## config.mk

```make
export PLATFORM = sky130hd
export DESIGN_NAME = ir_keymap
export DESIGN_NICKNAME = d
export VERILOG_FILES = /design/src/rtl/ir_keymap.sv
export SDC_FILE = /design/constraint.sdc
export NUM_CORES = 2
export LEC_CHECK = 0
export ABC_CLOCK_PERIOD_IN_PS = 3800
export CORE_MARGIN = 3
export CORE_UTILIZATION = 45
export CTS_CLUSTER_DIAMETER = 30
export DETAILED_ROUTE_END_ITERATION = 12
export DONT_BUFFER_PORTS = 1
export GPL_TIMING_DRIVEN = 0
export HOLD_SLACK_MARGIN = 0.06
export PLACE_DENSITY_LB_ADDON = 0.08
export SYNTH_ARGS = -nofsm -noshare
export SYNTH_HDL_FRONTEND = slang
export SYNTH_SLANG_ARGS = --single-unit
```

## constraint.sdc

```tcl
create_clock -name clk -period 3.8 [get_ports clk]
set_clock_uncertainty 0.05 [all_clocks]
set_input_delay 1.14 -clock clk [delete_from_list [all_inputs] [get_ports clk]]
set_output_delay 1.14 -clock clk [all_outputs]
set_load 0.02 [all_outputs]
```

## src/rtl/ir_keymap.sv

```systemverilog
module ir_keymap #(
  parameter int NGRP  = 4,
  parameter int NPAIR = 16,
  parameter int KEY_W = 16,
  parameter int REP_W = 8
) (
  input  logic                  clk,
  input  logic                  rst_n,
  input  logic                  tag_we,
  input  logic [((NGRP>1)?$clog2(NGRP):1)-1:0] tag_grp,
  input  logic [15:0]           tag_user,
  input  logic [$clog2(NPAIR)+1:0] tag_words,
  input  logic                  word_we,
  input  logic [((NGRP>1)?$clog2(NGRP):1)-1:0] word_grp,
  input  logic [$clog2(NPAIR):0] word_idx,
  input  logic [31:0]           word_data,
  input  logic                  req,
  input  logic [15:0]           req_user,
  input  logic [7:0]            req_scan,
  output logic                  busy,
  output logic                  done,
  output logic                  hit,
  output logic [KEY_W-1:0]      key,
  output logic [REP_W-1:0]      rep
);
  localparam int GW = (NGRP > 1) ? $clog2(NGRP) : 1;
  localparam int PW = $clog2(NPAIR);
  localparam logic [PW:0] NP = (PW+1)'(NPAIR);
  localparam logic [REP_W-1:0] REP_MAX = '1;

  typedef enum logic [1:0] {S_IDLE, S_GRP, S_PAIR} st_t;

  logic [15:0]      tag_q  [NGRP];
  logic [PW:0]      cnt_q  [NGRP];
  logic [7:0]       scan_m [NGRP][NPAIR];
  logic [KEY_W-1:0] key_m  [NGRP][NPAIR];

  st_t              st;
  logic [GW-1:0]    gi;
  logic [PW-1:0]    pi;
  logic [15:0]      user_l;
  logic [7:0]       scan_l;
  logic             fin, fhit;
  logic [KEY_W-1:0] mkey;
  logic [PW:0]      half;

  assign half = tag_words[PW+1:1];
  assign mkey = key_m[gi][pi];

  always_ff @(posedge clk or negedge rst_n) begin
    if (!rst_n) begin
      for (int g = 0; g < NGRP; g++) begin
        tag_q[g] <= '0;
        cnt_q[g] <= '0;
      end
    end else if (tag_we && tag_user != 16'd0) begin
      tag_q[tag_grp] <= tag_user;
      cnt_q[tag_grp] <= (half > NP) ? NP : half;
    end
  end

  always_ff @(posedge clk) begin
    if (word_we) begin
      if (!word_idx[0]) scan_m[word_grp][word_idx[PW:1]] <= word_data[7:0];
      else              key_m[word_grp][word_idx[PW:1]]  <= word_data[KEY_W-1:0];
    end
  end

  always_comb begin
    fin  = 1'b0;
    fhit = 1'b0;
    if (st == S_GRP) begin
      fin = !(tag_q[gi] == user_l && user_l != 16'd0) && gi == GW'(NGRP-1);
    end else if (st == S_PAIR) begin
      if ({1'b0, pi} >= cnt_q[gi])  fin = 1'b1;
      else if (scan_m[gi][pi] == scan_l) begin
        fin  = 1'b1;
        fhit = 1'b1;
      end else fin = (pi == PW'(NPAIR-1));
    end
  end

  always_ff @(posedge clk or negedge rst_n) begin
    if (!rst_n) begin
      st <= S_IDLE; gi <= '0; pi <= '0; user_l <= '0; scan_l <= '0;
      busy <= 1'b0; done <= 1'b0; hit <= 1'b0; key <= '0; rep <= '0;
    end else begin
      done <= 1'b0;
      if (fin) begin
        st   <= S_IDLE;
        busy <= 1'b0;
        done <= 1'b1;
        hit  <= fhit;
        key  <= fhit ? mkey : '0;
        if (!fhit || mkey != key) rep <= '0;
        else if (rep != REP_MAX)  rep <= rep + 1'b1;
      end else begin
        case (st)
          S_IDLE: if (req) begin
            st <= S_GRP; busy <= 1'b1; gi <= '0;
            user_l <= req_user; scan_l <= req_scan;
          end
          S_GRP: begin
            if (tag_q[gi] == user_l && user_l != 16'd0) begin
              st <= S_PAIR; pi <= '0;
            end else gi <= gi + 1'b1;
          end
          S_PAIR: pi <= pi + 1'b1;
          default: st <= S_IDLE;
        endcase
      end
    end
  end
endmodule

```

# Yosys cells after proc, flatten, opt, wreduce, memory -nomap -nowiden
# Memories as Yosys holds them, arrays and structs flattened.
# Index checks and enable logic that the tools add are counted.
dict set report totals {
  regBits 143
  ramBits 1536
  output_inout_bits 27
  word_cells 125
  memories 2
}
# name depth word_bits rd rd_clocked_by_memory_dff wr line_no
set mem_list {}
lappend mem_list {key_m 4 256 1 0 1 36} ;# logic [KEY_W-1:0] key_m [NGRP][NPAIR];
lappend mem_list {scan_m 4 128 1 0 1 35} ;# logic [7:0] scan_m [NGRP][NPAIR];
dict set report classes {
  n_addsub 3
  n_lt_le_gt_ge 8
  eq_ne 14
  n_mux 53
  n_bitwise 5
  n_reduce_logical 22
}
# operator n
set ops {}
lappend ops {{$mux 256} 1}
lappend ops {{$mux 128} 1}
lappend ops {{$mux 16} 7}
lappend ops {{$bmux 16 s4} 1}
lappend ops {{$bwmux 64} 1}
lappend ops {{$demux 16 s4} 1}
lappend ops {{$mux 8} 5}
lappend ops {{$bmux 16 s2} 1}
lappend ops {{$bmux 8 s4} 1}
lappend ops {{$demux 16 s2} 1}
lappend ops {{$demux 8 s4} 1}
lappend ops {{$reduce_bool 16->1} 2}
lappend ops {{$bwmux 20} 1}
lappend ops {{$mux 5} 4}
lappend ops {{$eq 16x16->1} 1}
lappend ops {{$mux 1} 16}
lappend ops {{$ne 16x16->1} 1}
lappend ops {{$bmux 5 s2} 1}
lappend ops {{$demux 5 s2} 1}
lappend ops {{$ge 5x5->1 const B} 2}
lappend ops {{$mux 2} 5}
lappend ops {{$not 4->5} 2}
lappend ops {{$reduce_bool 2->1} 5}
lappend ops {{$reduce_and 3->1} 3}
lappend ops {{29 further kinds} 40}

# Logic depth before layout (Yosys ltp)
dict set report depth {
  word_depth 13
  depth_mapped 22
  depth_no_buf 12
}

# Worst setup path after synthesis
# No wires, ideal clock.
dict set report synth_path {
  kind {flip-flop to flip-flop}
  from {register gi[0]}
  to {register rep[6]}
  arrival_time_ns 3.906
  required_time_ns 3.623
  path_slack_ns -0.283
  stages_incl_launch_ff 21
  path_buffers 8
  period_less_slack_ns 4.083
  path_cell_list {dfrtp_1 > buf_6 > buf_12 > buf_12 > buf_12 > buf_6 > buf_6 > buf_6 > mux4_2 > ha_1 > nand2b_1 > a21o_1 > a21o_1 > a21oi_1 > nor2_1 > a31o_2 > a32oi_1 > o31a_1 > buf_2 > nor4b_1 > o2bb2a_1}
}
dict set report synth_via {
  elab_chain_cells 13
  elab_cells_between_ends 36
  classes_between {order compare (1); eq/ne (4); mux (21); bitwise (1); reduce/logical (7); memory (2)}
}
# element line_no
set synth_rtl {}
lappend synth_rtl {{start, declared} 39} ;# logic [GW-1:0] gi;
lappend synth_rtl {{start signal, assigned} 106} ;# end else gi <= gi + 1'b1;
lappend synth_rtl {{$mem_v2 4x128} n/a}
lappend synth_rtl {{$bmux 8 s4} 76} ;# else if (scan_m[gi][pi] == scan_l) begin
lappend synth_rtl {{$mux 8 (implied by the code) (2 in series)} 76}
lappend synth_rtl {{$eq 8x8->1} 76}
lappend synth_rtl {{$mux 1} 76}
lappend synth_rtl {{$mux 1} 75} ;# if ({1'b0, pi} >= cnt_q[gi]) fin = 1'b1;
lappend synth_rtl {{$mux 1} 74} ;# end else if (st == S_PAIR) begin
lappend synth_rtl {{$mux 1} 72} ;# if (st == S_GRP) begin
lappend synth_rtl {{$logic_not 1->1} 95} ;# if (!fhit || mkey != key) rep <= '0;
lappend synth_rtl {{$logic_or 1x1->1} 95}
lappend synth_rtl {{$reduce_bool 2->1 (no source line)} n/a}
lappend synth_rtl {{$reduce_and 2->1 (no source line)} n/a}
lappend synth_rtl {{end signal, assigned} 96} ;# else if (rep != REP_MAX) rep <= rep + 1'b1;
lappend synth_rtl {{end, declared} 24} ;# output logic [REP_W-1:0] rep
# Parallel ways exist; a longest one is shown, timed or not. The select of a mux whose other input is x is not followed.
# A chain may end at the register's enable or synchronous reset.

# Worst setup path in the final report
dict set report layout_path {
  from {register pi[0]}
  to {register rep[6]}
}
dict set report layout_via {
  elab_chain_cells 13
  elab_cells_between_ends 24
  classes_between {order compare (1); eq/ne (3); mux (15); bitwise (1); reduce/logical (4)}
}
# element line_no
set layout_rtl {}
lappend layout_rtl {{start, declared} 40} ;# logic [PW-1:0] pi;
lappend layout_rtl {{start signal, assigned} 108} ;# S_PAIR: pi <= pi + 1'b1;
lappend layout_rtl {{$not 4->5 (implied by the code)} {48, 76}}
lappend layout_rtl {{$bmux 8 s4} 76}
lappend layout_rtl {{$mux 8 (implied by the code) (2 in series)} 76}
lappend layout_rtl {{$eq 8x8->1} 76}
lappend layout_rtl {{$mux 1} 76}
lappend layout_rtl {{$mux 1} 75}
lappend layout_rtl {{$mux 1} 74}
lappend layout_rtl {{$mux 1} 72}
lappend layout_rtl {{$logic_not 1->1} 95}
lappend layout_rtl {{$logic_or 1x1->1} 95}
lappend layout_rtl {{$reduce_bool 2->1 (no source line)} n/a}
lappend layout_rtl {{$reduce_and 2->1 (no source line)} n/a}
# Parallel ways exist; a longest one is shown, timed or not. The select of a mux whose other input is x is not followed.

==> flow_summary.json <==
{
  "status": "finished, violations left",
  "violations": "hold timing, capacitance limit, slew limit, setup timing",
  "total_power_mw": 68.3,
  "overflow": 0,
  "fin_ws_ns": -0.497,
  "dieWidth_um": 393,
  "critPathKind": "flip-flop to flip-flop",
  "holdWs_ns": -0.106,
  "ios": 119,
  "core_area_um2": 148000,
  "cts_buffer_depth": 4,
  "swShare_pct": 27.7,
  "worst_path_max_delay_cell": "a222oi_1",
  "routed.top_layer": "met5",
  "numPortBuffers": 0,
  "slew_violations": 65,
  "final_nets": 4473,
  "vias": 41629,
  "power_density_nw_per_um2": 778,
  "cp.required_ns": 4.58,
  "htreeDepth": 5,
  "tritoncts": "built",
  "hold_viol_final": 143,
  "cp_cell_sequence": "buf_6, clkinvlp_4, buf_12, clkbuf_16, buf_4, a222oi_1, a211oi_2, a31oi_2, buf_4, a211o_1, nand4_1, nor4_4, buf_12, o311ai_1, o2bb2a_2",
  "path_buf_inv": 7,
  "ys_seq_area_share_pct": 73.6,
  "ys.warnings.count": 0,
  "dpl.cell_count": 5814,
  "grt_pass1_wl_mm": 338,
  "cts_made_buffers": 376,
  "grt_max_degree": 144,
  "gp_congestion": 0.928,
  "initial_core_util_pct": 45.5,
  "cp_max_fo": 10,
  "setup.worst_path.end_class": "flip-flop",
  "area_delta_synth_final_pct": 29.9,
  "wl_per_cell_um": 37.5,
  "fmax_mhz": 233,
  "wl_met1_mm": 100,
  "ant_nets": 0,
  "p_leak_nw": 29.9,
  "period_share_pct": 113,
  "ys.flop_type": "edfxtp_1",
  "min_period_ns": 4.30,
  "wl_mm": 250,
  "hold_class": "input pin to async pin",
  "cts_num_sinks": 1679,
  "seqPwrFrac_pct": 30.6,
  "cp.arrival_ns": 5.08,
  "firstDrtPassIters": 6,
  "relSlewSlack_pct": -6.77,
  "clk_latency_ns": 0.93,
  "clk_pin_slew_worst_paths_ns": 0.04,
  "tightest_slew_ns": 1.60,
  "num_rows": 141,
  "synth_nets": 3884,
  "fill_cells": 10986,
  "cts-root-buf": "clkbuf_16",
  "synth_cell_types": 86,
  "dr_wl_met2_mm": 112,
  "max_cap_violations": 6,
  "synth_edf_count": 1536,
  "vias_per_cell": 6.24,
  "layout-drive-gt1-share_pct": 32.5,
  "grtUsageTotal_pct": 31.9,
  "p_clk_share_pct": 46.9,
  "syn_inst": 3785,
  "internal-power_mw": 49.3,
  "place_hpwl_mm": 155,
  "finalInstanceArea_um2": 87700,
  "synth_seq_cells": 1679,
  "final_cell_count_no_fill": 6668,
  "synth_area_um2": 67500,
  "drc": 0,
  "ys_async_sr_fraction_pct": 8.52,
  "dieHeight_um": 393,
  "antenna_found_initial": 12,
  "wl_met3_mm": 27.8,
  "die_area_um2": 155000,
  "p_sw_mw": 18.9,
  "setup_viol": 32,
  "syn_avg_cell_area_um2": 17.8,
  "start_kind": "flip-flop",
  "cpLargestDelayFamily": "compound AO/OA/AOI/OAI gates",
  "drtIter0Drc": 6057,
  "ir_worst_vdd_mv": 0.477,
  "slowest_delay_ns": 0.73,
  "grt_pass1_vias": 40401,
  "rsz0062_at_grt": "true",
  "p_comb_share_pct": 22.5,
  "placed_cell_area_um2": 70900,
  "fin_setup_tns_ns": -9.65
}
==> sequential cells by signal (all words and copies together) (netlist names) <==
name / flops
hit: 1
st: 2
rep: 8
tag_q: 64
busy: 1
scan_m: 512
user_l: 16
pi: 4
cnt_q: 20
scan_l: 8
key: 16
gi: 2
key_m: 1024
done: 1
==> worst reg2reg max path: stages (launching register included) <==
cell and delay [ns]:
dfrtp_1 0.37, buf_6 0.21, clkinvlp_4 0.32, buf_12 0.27
clkbuf_16 0.20, buf_4 0.25, a222oi_1 0.74, a211oi_2 0.23
a31oi_2 0.19, buf_4 0.16, a211o_1 0.16, nand4_1 0.14
nor4_4 0.35, buf_12 0.18, o311ai_1 0.13, o2bb2a_2 0.27
==> synth_stat cells, types with 21 or more instances <==
| cell type | count | area [µm²] |
|---|---|---|
| a21oi_1 | 69 | 345 |
| clkbuf_1 | 57 | 214 |
| mux2_2 | 131 | 1480 |
| inv_1 | 30 | 113 |
| buf_4 | 54 | 405 |
| nand3_1 | 78 | 390 |
| o21ai_0 | 70 | 350 |
| buf_2 | 38 | 190 |
| nor2_1 | 172 | 646 |
| a31oi_1 | 27 | 169 |
| buf_6 | 42 | 473 |
| o22ai_1 | 71 | 444 |
| a221oi_1 | 23 | 201 |
| buf_1 | 21 | 78.8 |
| mux4_2 | 159 | 3580 |
| nand2_1 | 160 | 601 |
| mux2i_1 | 467 | 4670 |
| dfrtp_1 | 143 | 3580 |
| edfxtp_1 | 1536 | 46100 |
| a22oi_1 | 145 | 1090 |
==> path summary, 6_finish.rpt <==
check | from | endpoint | slack, ns | cells after the start
worst max-delay path | pi[0] | rep[6] | -0.50 | 15
min in group clk | word_data[11] | key_m[3][43] | 0.27 | 0
worst max register to register | pi[0] | rep[6] | -0.50 | 15
worst min-delay path | rst_n | key[14] | -0.11 | 0
worst min register to register | cnt_q[2] | cnt_q[2] | 0.42 | 2
max in group asynchronous | rst_n | gi[0] | 3.44 | 0
==> power by group through the flow <==
stage	registers (mW)	logic, mW	clock network [mW]
after floorplan	21.1	7.22	0
after global placement	21.2	11.8	0
after detailed placement	21.2	11.8	0
after CTS	20.9	14.6	32.1
after global routing	20.9	15.7	33.2
final	20.9	15.4	32.0
==> repair_timing <==
item                       in CTS  in global routing
hold endpoints to repair      143                143
setup buffers                 132                 52
gates cloned                    4                  1
gates resized for setup       572                 91
setup endpoints to repair      35                 33
pin swaps                      42                 35
==> cell families after synthesis <==
| logic type | count (synthesis) | share of synthesized area (%) |
|---|---|---|
| and+or+nand+nor | 534 | 3.68 |
| buffers and inverters | 249 | 2.33 |
| adders and majority gates | 7 | 0.130 |
| AOI/OAI and AO/OA | 528 | 5.41 |
| xor gates and xnor gates | 27 | 0.350 |
| muxes | 761 | 14.5 |
| DFF | 1679 | 73.6 |
==> layout make-up <==
type                    count  area (µm²)  share of cell area [%]
inverters                  32         139                   0.158
well taps                2002        2500                    2.86
clock inverters           237        2730                    3.12
repair buffers            214        2180                    2.48
clock buffers             431        9800                    11.2
diodes                      2        5.00                 0.00571
multi-input cells        1857       17700                    20.2
plain buffers             214        2970                    3.39
flip-flops and latches   1679       49700                    56.7
==> per-layer routing <==
layer	up-vias	GRT usage [%]
met2	2691	47.4
met5	-	0
li1	16573	-
met4	4	13.0
met1	21811	44.4
met3	550	8.78
==> placed cells by master (no fill, tap or decap), types with 11 or more instances in the layout <==
cell,count
clkbuf_16,383
o21ai_0,39
mux2_2,130
o21ai_1,24
nor2_1,100
clkinv_2,72
inv_6,14
clkinv_4,24
buf_4,169
nand2b_1,16
inv_1,25
nand2_1,150
clkbuf_8,15
a21oi_1,59
mux4_2,159
nor2_2,24
o22ai_2,15
dfrtp_1,140
a22oi_1,142
a31oi_1,17
a221oi_1,16
bufinv_16,53
buf_2,11
nor2_4,49
buf_6,49
nand3_1,74
buf_12,52
nor2b_1,13
buf_8,44
o22ai_1,51
nand4_1,17
edfxtp_1,1536
buf_16,41
xnor2_1,17
clkbuf_4,14
clkbuf_1,64
mux2i_1,458
clkinv_1,42
clkinvlp_4,32
==> through the flow <==
step | utilization [%] | setup slack (ns)
6_report | 59.1 | -0.497
5_1_grt | 59.1 | -0.428
4_1_cts | 58.6 | -0.276
3_5_place_dp | 47.8 | -3.37
3_3_place_gp | 47.2 | -3.42
2_1_floorplan | - | -0.0808
(Power assumes the default switching activity.)
